**src/rtl/can_fc_pkg.sv**
```systemverilog
package can_fc_pkg;
  typedef enum logic [1:0] {
    FC_ACTIVE  = 2'd0,
    FC_PASSIVE = 2'd1,
    FC_BUSOFF  = 2'd2
  } fc_state_e;
endpackage

```
**src/rtl/can_fc_idle_det.sv**
```systemverilog
// Counts consecutive recessive strobed bits; pulses once per complete run.
module can_fc_idle_det #(
  parameter int IDLE_BITS = 11
) (
  input  logic clk,
  input  logic rst,
  input  logic en,
  input  logic bit_stb,
  input  logic bus_bit,
  output logic seq_o
);
  localparam int RW = $clog2(IDLE_BITS + 1);
  localparam logic [RW-1:0] LAST = RW'(IDLE_BITS - 1);

  logic [RW-1:0] run_q;

  assign seq_o = en && bit_stb && bus_bit && (run_q == LAST);

  always_ff @(posedge clk) begin
    if (rst || !en) begin
      run_q <= '0;
    end else if (bit_stb) begin
      if (!bus_bit || run_q == LAST) run_q <= '0;
      else                           run_q <= run_q + 1'b1;
    end
  end
endmodule

```
**src/rtl/can_fc_recovery.sv**
```systemverilog
// Counts bus-free occurrences after release; flags the final one.
module can_fc_recovery #(
  parameter int RECOV_SEQ = 128
) (
  input  logic clk,
  input  logic rst,
  input  logic en,
  input  logic seq,
  output logic dec_o,
  output logic done_o
);
  localparam int CW = $clog2(RECOV_SEQ + 1);
  localparam logic [CW-1:0] LAST = CW'(RECOV_SEQ - 1);

  logic [CW-1:0] cnt_q;

  assign dec_o  = en && seq;
  assign done_o = dec_o && (cnt_q == LAST);

  always_ff @(posedge clk) begin
    if (rst || !en || done_o) cnt_q <= '0;
    else if (dec_o)           cnt_q <= cnt_q + 1'b1;
  end
endmodule

```
**src/rtl/can_fc_counters.sv**
```systemverilog
// Transmit and receive error counters with saturation and bus-off preload.
module can_fc_counters #(
  parameter int CNT_W   = 8,
  parameter int TX_INC  = 8,
  parameter int PRESET  = 127
) (
  input  logic             clk,
  input  logic             rst,
  input  logic             ev_en,
  input  logic             tx_err,
  input  logic             tx_ok,
  input  logic             rx_err,
  input  logic             rx_ok,
  input  logic             rcv_dec,
  input  logic             rcv_done,
  output logic             bo_hit_o,
  output logic [CNT_W-1:0] tec_q_o,
  output logic [CNT_W-1:0] rec_q_o,
  output logic [CNT_W-1:0] tec_d_o,
  output logic [CNT_W-1:0] rec_d_o
);
  localparam logic [CNT_W-1:0] TOP    = '1;
  localparam logic [CNT_W-1:0] INC    = CNT_W'(TX_INC);
  localparam logic [CNT_W-1:0] INC_LIM = TOP - INC;
  localparam logic [CNT_W-1:0] LOAD   = CNT_W'(PRESET);

  logic [CNT_W-1:0] tec_q, rec_q, tec_d, rec_d;

  assign bo_hit_o = ev_en && tx_err && (tec_q == TOP);

  always_comb begin
    tec_d = tec_q;
    rec_d = rec_q;
    if (ev_en) begin
      if (tx_err)     tec_d = (tec_q > INC_LIM) ? TOP : tec_q + INC;
      else if (tx_ok) tec_d = (tec_q == '0) ? '0 : tec_q - 1'b1;
      if (rx_err)     rec_d = (rec_q == TOP) ? TOP : rec_q + 1'b1;
      else if (rx_ok) rec_d = (rec_q == '0) ? '0 : rec_q - 1'b1;
    end
    if (bo_hit_o) begin
      tec_d = LOAD;
      rec_d = '0;
    end else if (rcv_done) begin
      tec_d = '0;
      rec_d = '0;
    end else if (rcv_dec) begin
      tec_d = (tec_q == '0) ? '0 : tec_q - 1'b1;
    end
  end

  always_ff @(posedge clk) begin
    if (rst) begin
      tec_q <= '0;
      rec_q <= '0;
    end else begin
      tec_q <= tec_d;
      rec_q <= rec_d;
    end
  end

  assign tec_q_o = tec_q;
  assign rec_q_o = rec_q;
  assign tec_d_o = tec_d;
  assign rec_d_o = rec_d;
endmodule

```
**src/rtl/can_fault_conf.sv**
```systemverilog
module can_fault_conf #(
  parameter int CNT_W     = 8,
  parameter int TX_INC    = 8,
  parameter int PASS_LIM  = 127,
  parameter int WARN_LIM  = 96,
  parameter int BO_PRESET = 127,
  parameter int IDLE_BITS = 11,
  parameter int RECOV_SEQ = 128
) (
  input  logic             clk,
  input  logic             rst,
  input  logic             tx_err_i,
  input  logic             tx_ok_i,
  input  logic             rx_err_i,
  input  logic             rx_ok_i,
  input  logic             bit_stb_i,
  input  logic             bus_bit_i,
  input  logic             rm_clear_i,
  input  logic             bus_err_en_i,
  input  logic             warn_en_i,
  output logic [CNT_W-1:0] tec_o,
  output logic [CNT_W-1:0] rec_o,
  output logic [1:0]       state_o,
  output logic             bus_off_o,
  output logic             reset_mode_o,
  output logic             err_stat_o,
  output logic             irq_buserr_o,
  output logic             irq_warn_o
);
  import can_fc_pkg::*;

  localparam logic [CNT_W-1:0] PLIM = CNT_W'(PASS_LIM);
  localparam logic [CNT_W-1:0] WLIM = CNT_W'(WARN_LIM);

  logic bo_q, rm_q, est_q, irq_be_q, irq_w_q;
  fc_state_e st_q, st_d;
  logic bo_d, rm_d, est_d;
  logic ev_en, rcv_en, seq, rcv_dec, rcv_done, bo_hit;
  logic [CNT_W-1:0] tec_q, rec_q, tec_d, rec_d;

  assign ev_en  = !bo_q && !rm_q;
  assign rcv_en = bo_q && !rm_q;

  can_fc_idle_det #(.IDLE_BITS(IDLE_BITS)) u_idle (
    .clk(clk), .rst(rst), .en(rcv_en), .bit_stb(bit_stb_i),
    .bus_bit(bus_bit_i), .seq_o(seq)
  );

  can_fc_recovery #(.RECOV_SEQ(RECOV_SEQ)) u_rcv (
    .clk(clk), .rst(rst), .en(rcv_en), .seq(seq),
    .dec_o(rcv_dec), .done_o(rcv_done)
  );

  can_fc_counters #(.CNT_W(CNT_W), .TX_INC(TX_INC), .PRESET(BO_PRESET)) u_cnt (
    .clk(clk), .rst(rst), .ev_en(ev_en),
    .tx_err(tx_err_i), .tx_ok(tx_ok_i), .rx_err(rx_err_i), .rx_ok(rx_ok_i),
    .rcv_dec(rcv_dec), .rcv_done(rcv_done), .bo_hit_o(bo_hit),
    .tec_q_o(tec_q), .rec_q_o(rec_q), .tec_d_o(tec_d), .rec_d_o(rec_d)
  );

  always_comb begin
    bo_d = bo_q;
    if (bo_hit)        bo_d = 1'b1;
    else if (rcv_done) bo_d = 1'b0;
    rm_d = rm_q;
    if (bo_hit)          rm_d = 1'b1;
    else if (rm_clear_i) rm_d = 1'b0;
    est_d = bo_d || (tec_d >= WLIM) || (rec_d >= WLIM);
    if (bo_d)                               st_d = FC_BUSOFF;
    else if ((tec_d > PLIM) || (rec_d > PLIM)) st_d = FC_PASSIVE;
    else                                    st_d = FC_ACTIVE;
  end

  always_ff @(posedge clk) begin
    if (rst) begin
      bo_q     <= 1'b0;
      rm_q     <= 1'b0;
      est_q    <= 1'b0;
      st_q     <= FC_ACTIVE;
      irq_be_q <= 1'b0;
      irq_w_q  <= 1'b0;
    end else begin
      bo_q     <= bo_d;
      rm_q     <= rm_d;
      est_q    <= est_d;
      st_q     <= st_d;
      irq_be_q <= bus_err_en_i && ev_en && (tx_err_i || rx_err_i);
      irq_w_q  <= warn_en_i && (est_d != est_q);
    end
  end

  assign tec_o        = tec_q;
  assign rec_o        = rec_q;
  assign state_o      = st_q;
  assign bus_off_o    = bo_q;
  assign reset_mode_o = rm_q;
  assign err_stat_o   = est_q;
  assign irq_buserr_o = irq_be_q;
  assign irq_warn_o   = irq_w_q;
endmodule

```
**config.mk**
```make
export PLATFORM = sky130hd
export DESIGN_NAME = can_fault_conf
export DESIGN_NICKNAME = d
export VERILOG_FILES = /design/src/rtl/can_fc_pkg.sv /design/src/rtl/can_fc_idle_det.sv /design/src/rtl/can_fc_recovery.sv /design/src/rtl/can_fc_counters.sv /design/src/rtl/can_fault_conf.sv
export SDC_FILE = /design/constraint.sdc
export NUM_CORES = 1
export LEC_CHECK = 0
export ABC_AREA = 1
export CORE_MARGIN = 4
export CORE_UTILIZATION = 55
export CTS_CLUSTER_DIAMETER = 80
export DETAILED_ROUTE_END_ITERATION = 10
export HOLD_SLACK_MARGIN = 0.05
export MAX_ROUTING_LAYER = met4
export PLACE_DENSITY = 0.78
export SLEW_MARGIN = 20
export SYNTH_ARGS = -nofsm -noshare
export SYNTH_HDL_FRONTEND = slang
export SYNTH_SLANG_ARGS = --single-unit
```
**constraint.sdc**
```tcl
create_clock -name clk -period 2.1 [get_ports clk]
set_clock_uncertainty 0.15 [all_clocks]
set_input_delay 0.42 -clock clk [delete_from_list [all_inputs] [get_ports clk]]
set_output_delay 0.42 -clock clk [all_outputs]
set_load 0.02 [all_outputs]
```
==> results by group <==
GRT
  • GR met3 Demand/Resource: 0.0581
  • GR Util met1: 0.381
  • Number of global-route vias before repair: 2572
  • Largest net degree at the start of global routing: 11
  • First-pass GRT wire length: about 12 mm
  • Met2 Track Usage GR: 0.423
  • Initial antenna violation count: 0
  • Tot GR Track Use: 0.285
  • Busiest metal layer after global routing: met2
  • Grt ovf: 0

Yosys
  • Area share of the largest cell type after synthesis: 0.281
  • Synth Area in Compound Gates: 0.138
  • Proportion of synthesized area in mux cells: 0
  • Synth top area cells: dfxtp_1, nand2_1, nor2_1
  • Yosys cell types: 38
  • Post-synthesis cell count: 380
  • Seq/Total Area, Yosys: 0.281
  • Main combinational cell family by area after synthesis: simple AND/OR/NAND/NOR gates
  • Post-Synth Adder-Cell Area: 0.0567
  • Post-synthesis xor/xnor area fraction: 0.0397
  • Synth Area in Simple Gates: 0.380
  • Yosys reg bits: 34
  • Synth warnings: 0
  • Cell Area, Synth: 2430 sq um
  • Yosys top cell by area: dfxtp_1
  • Syn avg cell area: around 6.4 sq um
  • Syn Nets: 402

STA
  • TNS Setup: 0 ps
  • Final setup vio count: 0
  • Fmax: 0.488 GHz
  • Fin crit share: 0.976
  • Final worst slack: around 50 ps
  • Slew Limit Fails: 0
  • Worst-Margin Slew: about 340 ps
  • RSZ-0062 raised after global routing: true
  • Final hold vios: 0
  • Fin crit period: ~2000 ps
  • Max-slew headroom: 0.772

Clock network
  • Num CTS Buffers: 5
  • CTS H-Tree Depth: 2
  • Clock Sinks: 34
  • CTS tree: yes
  • Clock latency at the later pin of the worst-skew pair: 290 ps
  • Reg clk slew, reported paths: 70 ps
  • Clk root buf: clkbuf_8
  • Clock Path Buffers: 2
  • # hold bufs at CTS: 0

Setup path
  • CP max FO: 8
  • Critical Path Stages: 1
  • Critical path class: register to output pin
  • Critical path capture point type: output pin
  • Critical Path AT: around 1500 ps
  • Slowest-stage cell, CP: clkdlybuf4s50_1
  • Buf/Inv on CP: 1
  • Reg2Reg Depth: 16
  • Crit path launch type: register
  • Top delay family on crit path: buffers and inverters
  • Crit path required time: 1530 ps
  • Worst stage delay on the critical path: 670 ps
  • CP Cell Sequence: clkdlybuf4s50_1

Final layout
  • Finished Layout Cells: 510
  • Register Area: 692 sq um
  • Antenna diodes: 0
  • Filler cells: 301
  • Final net count: 482
  • Layout cells sized above 1: 0.235
  • Final Core Density: 0.807
  • Multi-input logic area: approximately 1600 sq um
  • Area Overhead vs Synth: 37.8%

Power and ir drop
  • Leakage power: 0.00160 uW
  • Pwr Total: 2020 uW
  • NetSw: 662 uW
  • Switch share: 0.328
  • Clock Power Share: 0.309
  • Int Pwr: 1360 uW
  • Pwr per Cell Area: 604 nW/um^2
  • VDD IR max: roughly 0.00047 V
  • Combinational share of power: 0.319
  • Sequential share of power: 0.372

Die
  • Die Height: approximately 74 um
  • Rows: 23
  • Core Footprint: 4140 sq um
  • Area of the die: 5540 sq um
  • Die width: about 74 um
  • Initial Util: 0.585
  • Io pins: 34

Drt
  • Drt total wl: 7.33 mm
  • DRT iter0 DRCs: 408
  • DR vias: about 2.8k
  • Routed Antenna Nets: 0
  • Routed wire per std cell: ~14 um
  • Residual DRC: 0
  • Via-per-instance ratio: 5.48
  • Pre-Repair DR Iteration Count: 5

Placement
  • I/O Buffers: 33
  • Placed cell count: 497
  • Hpwl dp: roughly 5.5 mm
  • GP Congestion: between 0.9 and 1
  • Pre-CTS setup slack: -272 ps

Run status
  • Status: complete, no violations

Min path
  • Hold path depth: 2
  • Worst hold path type: register to register

Flow run
  • Max-cap viol count: 0
## per-layer routing
metal  share of wire  vias to the layer above
li1                -                     1379
met1            0.44                     1266
met2            0.46                      135
met3           0.085                       17
met4           0.021                        0
met5               0                        -
## kinds of logic (layout without fill, tap and decap cells)
group	Yosys count	count (layout)
and+or+nand+nor	205	205
buffers and inverters	61	141
AOI/OAI and AO/OA	58	58
DFF	34	34
adders and majority gates	11	11
xor gates and xnor gates	11	11
## stage by stage
stage          hold slack, ps  area (sq um)
5_1_grt                   368          3340
4_1_cts                   338          3200
3_5_place_dp              326          3090
6_report                  334          3340
3_3_place_gp              320          3090
2_1_floorplan             304          2430
## state kept, by name, indices dropped and copies added (netlist names)
register,count
u_cnt.rec_q_o,8
u_cnt.tec_q_o,8
u_rcv.cnt_q,8
u_idle.run_q,4
bus_off_o,1
err_stat_o,1
irq_buserr_o,1
irq_warn_o,1
reset_mode_o,1
state_o,1
## placed cells by master (no fill, tap or decap), drive strengths merged, types with 2 or more instances in the layout
master and n:
inv 49, xnor2 3, dlymetal6s2s 2, nor3 4, or2 2, nand4 10
xor2 8, clkbuf 6, buf 51, a22oi 2, ha 11, nor2 58
a221oi 2, a211oi 2, o21ai 21, nor3b 2, a311oi 3, clkdlybuf4s50 31
nand3 25, a21oi 24, dfxtp 34, nand2 102, o22ai 2
## power by group through the flow
| stage | logic, uW | registers, uW | clock network, uW |
|---|---|---|---|
| finish | 645 | 751 | 623 |
| global route | 716 | 758 | 661 |
| CTS | 605 | 742 | 631 |
| detailed placement | 600 | 757 | 0 |
| global placement | 591 | 756 | 0 |
| floorplan | 321 | 782 | 0 |
## synthesized netlist by cell type, drive strengths merged
master / number
or2: 2
xnor2: 3
a211oi: 2
nand4: 10
a21oi: 24
o21ai: 21
nand2: 102
clkinv: 1
o22ai: 2
buf: 7
nor3b: 2
a31o: 1
a311oi: 3
a22oi: 2
o211ai: 1
dfxtp: 34
nor2: 58
and2: 1
clkbuf: 4
nor4: 1
a221oi: 2
nand3: 25
xor2: 8
ha: 11
inv: 49
nor3: 4
## path summary, 6_finish.rpt
check	start	to	slack [ps]
worst min register to register	u_rcv.cnt_q[6]	u_rcv.cnt_q[6]	330
worst max-delay path	u_cnt.rec_q_o[6]	rec_o[6]	50
worst max register to register	u_idle.run_q[0]	irq_warn_o	90
worst min-delay path	u_rcv.cnt_q[6]	u_rcv.cnt_q[6]	330
## area by class of cell
class | instances | share of cell area
Clock inverter | 1 | 0.00898
Timing Repair Buffer | 84 | 0.216
Sequential cell | 34 | 0.207
Multi-Input combinational cell | 285 | 0.467
Inverter | 50 | 0.0576
Tap cell | 50 | 0.0187
Clock buffer | 6 | 0.0247
## repair_timing
action / CTS / global route
hold endpoints to repair: 0 / 0
gates resized for setup: 0 / 35
buffers inserted: 0 / 6
endpoints found under the setup margin: 0 / 10
(Power assumes the default switching activity.)
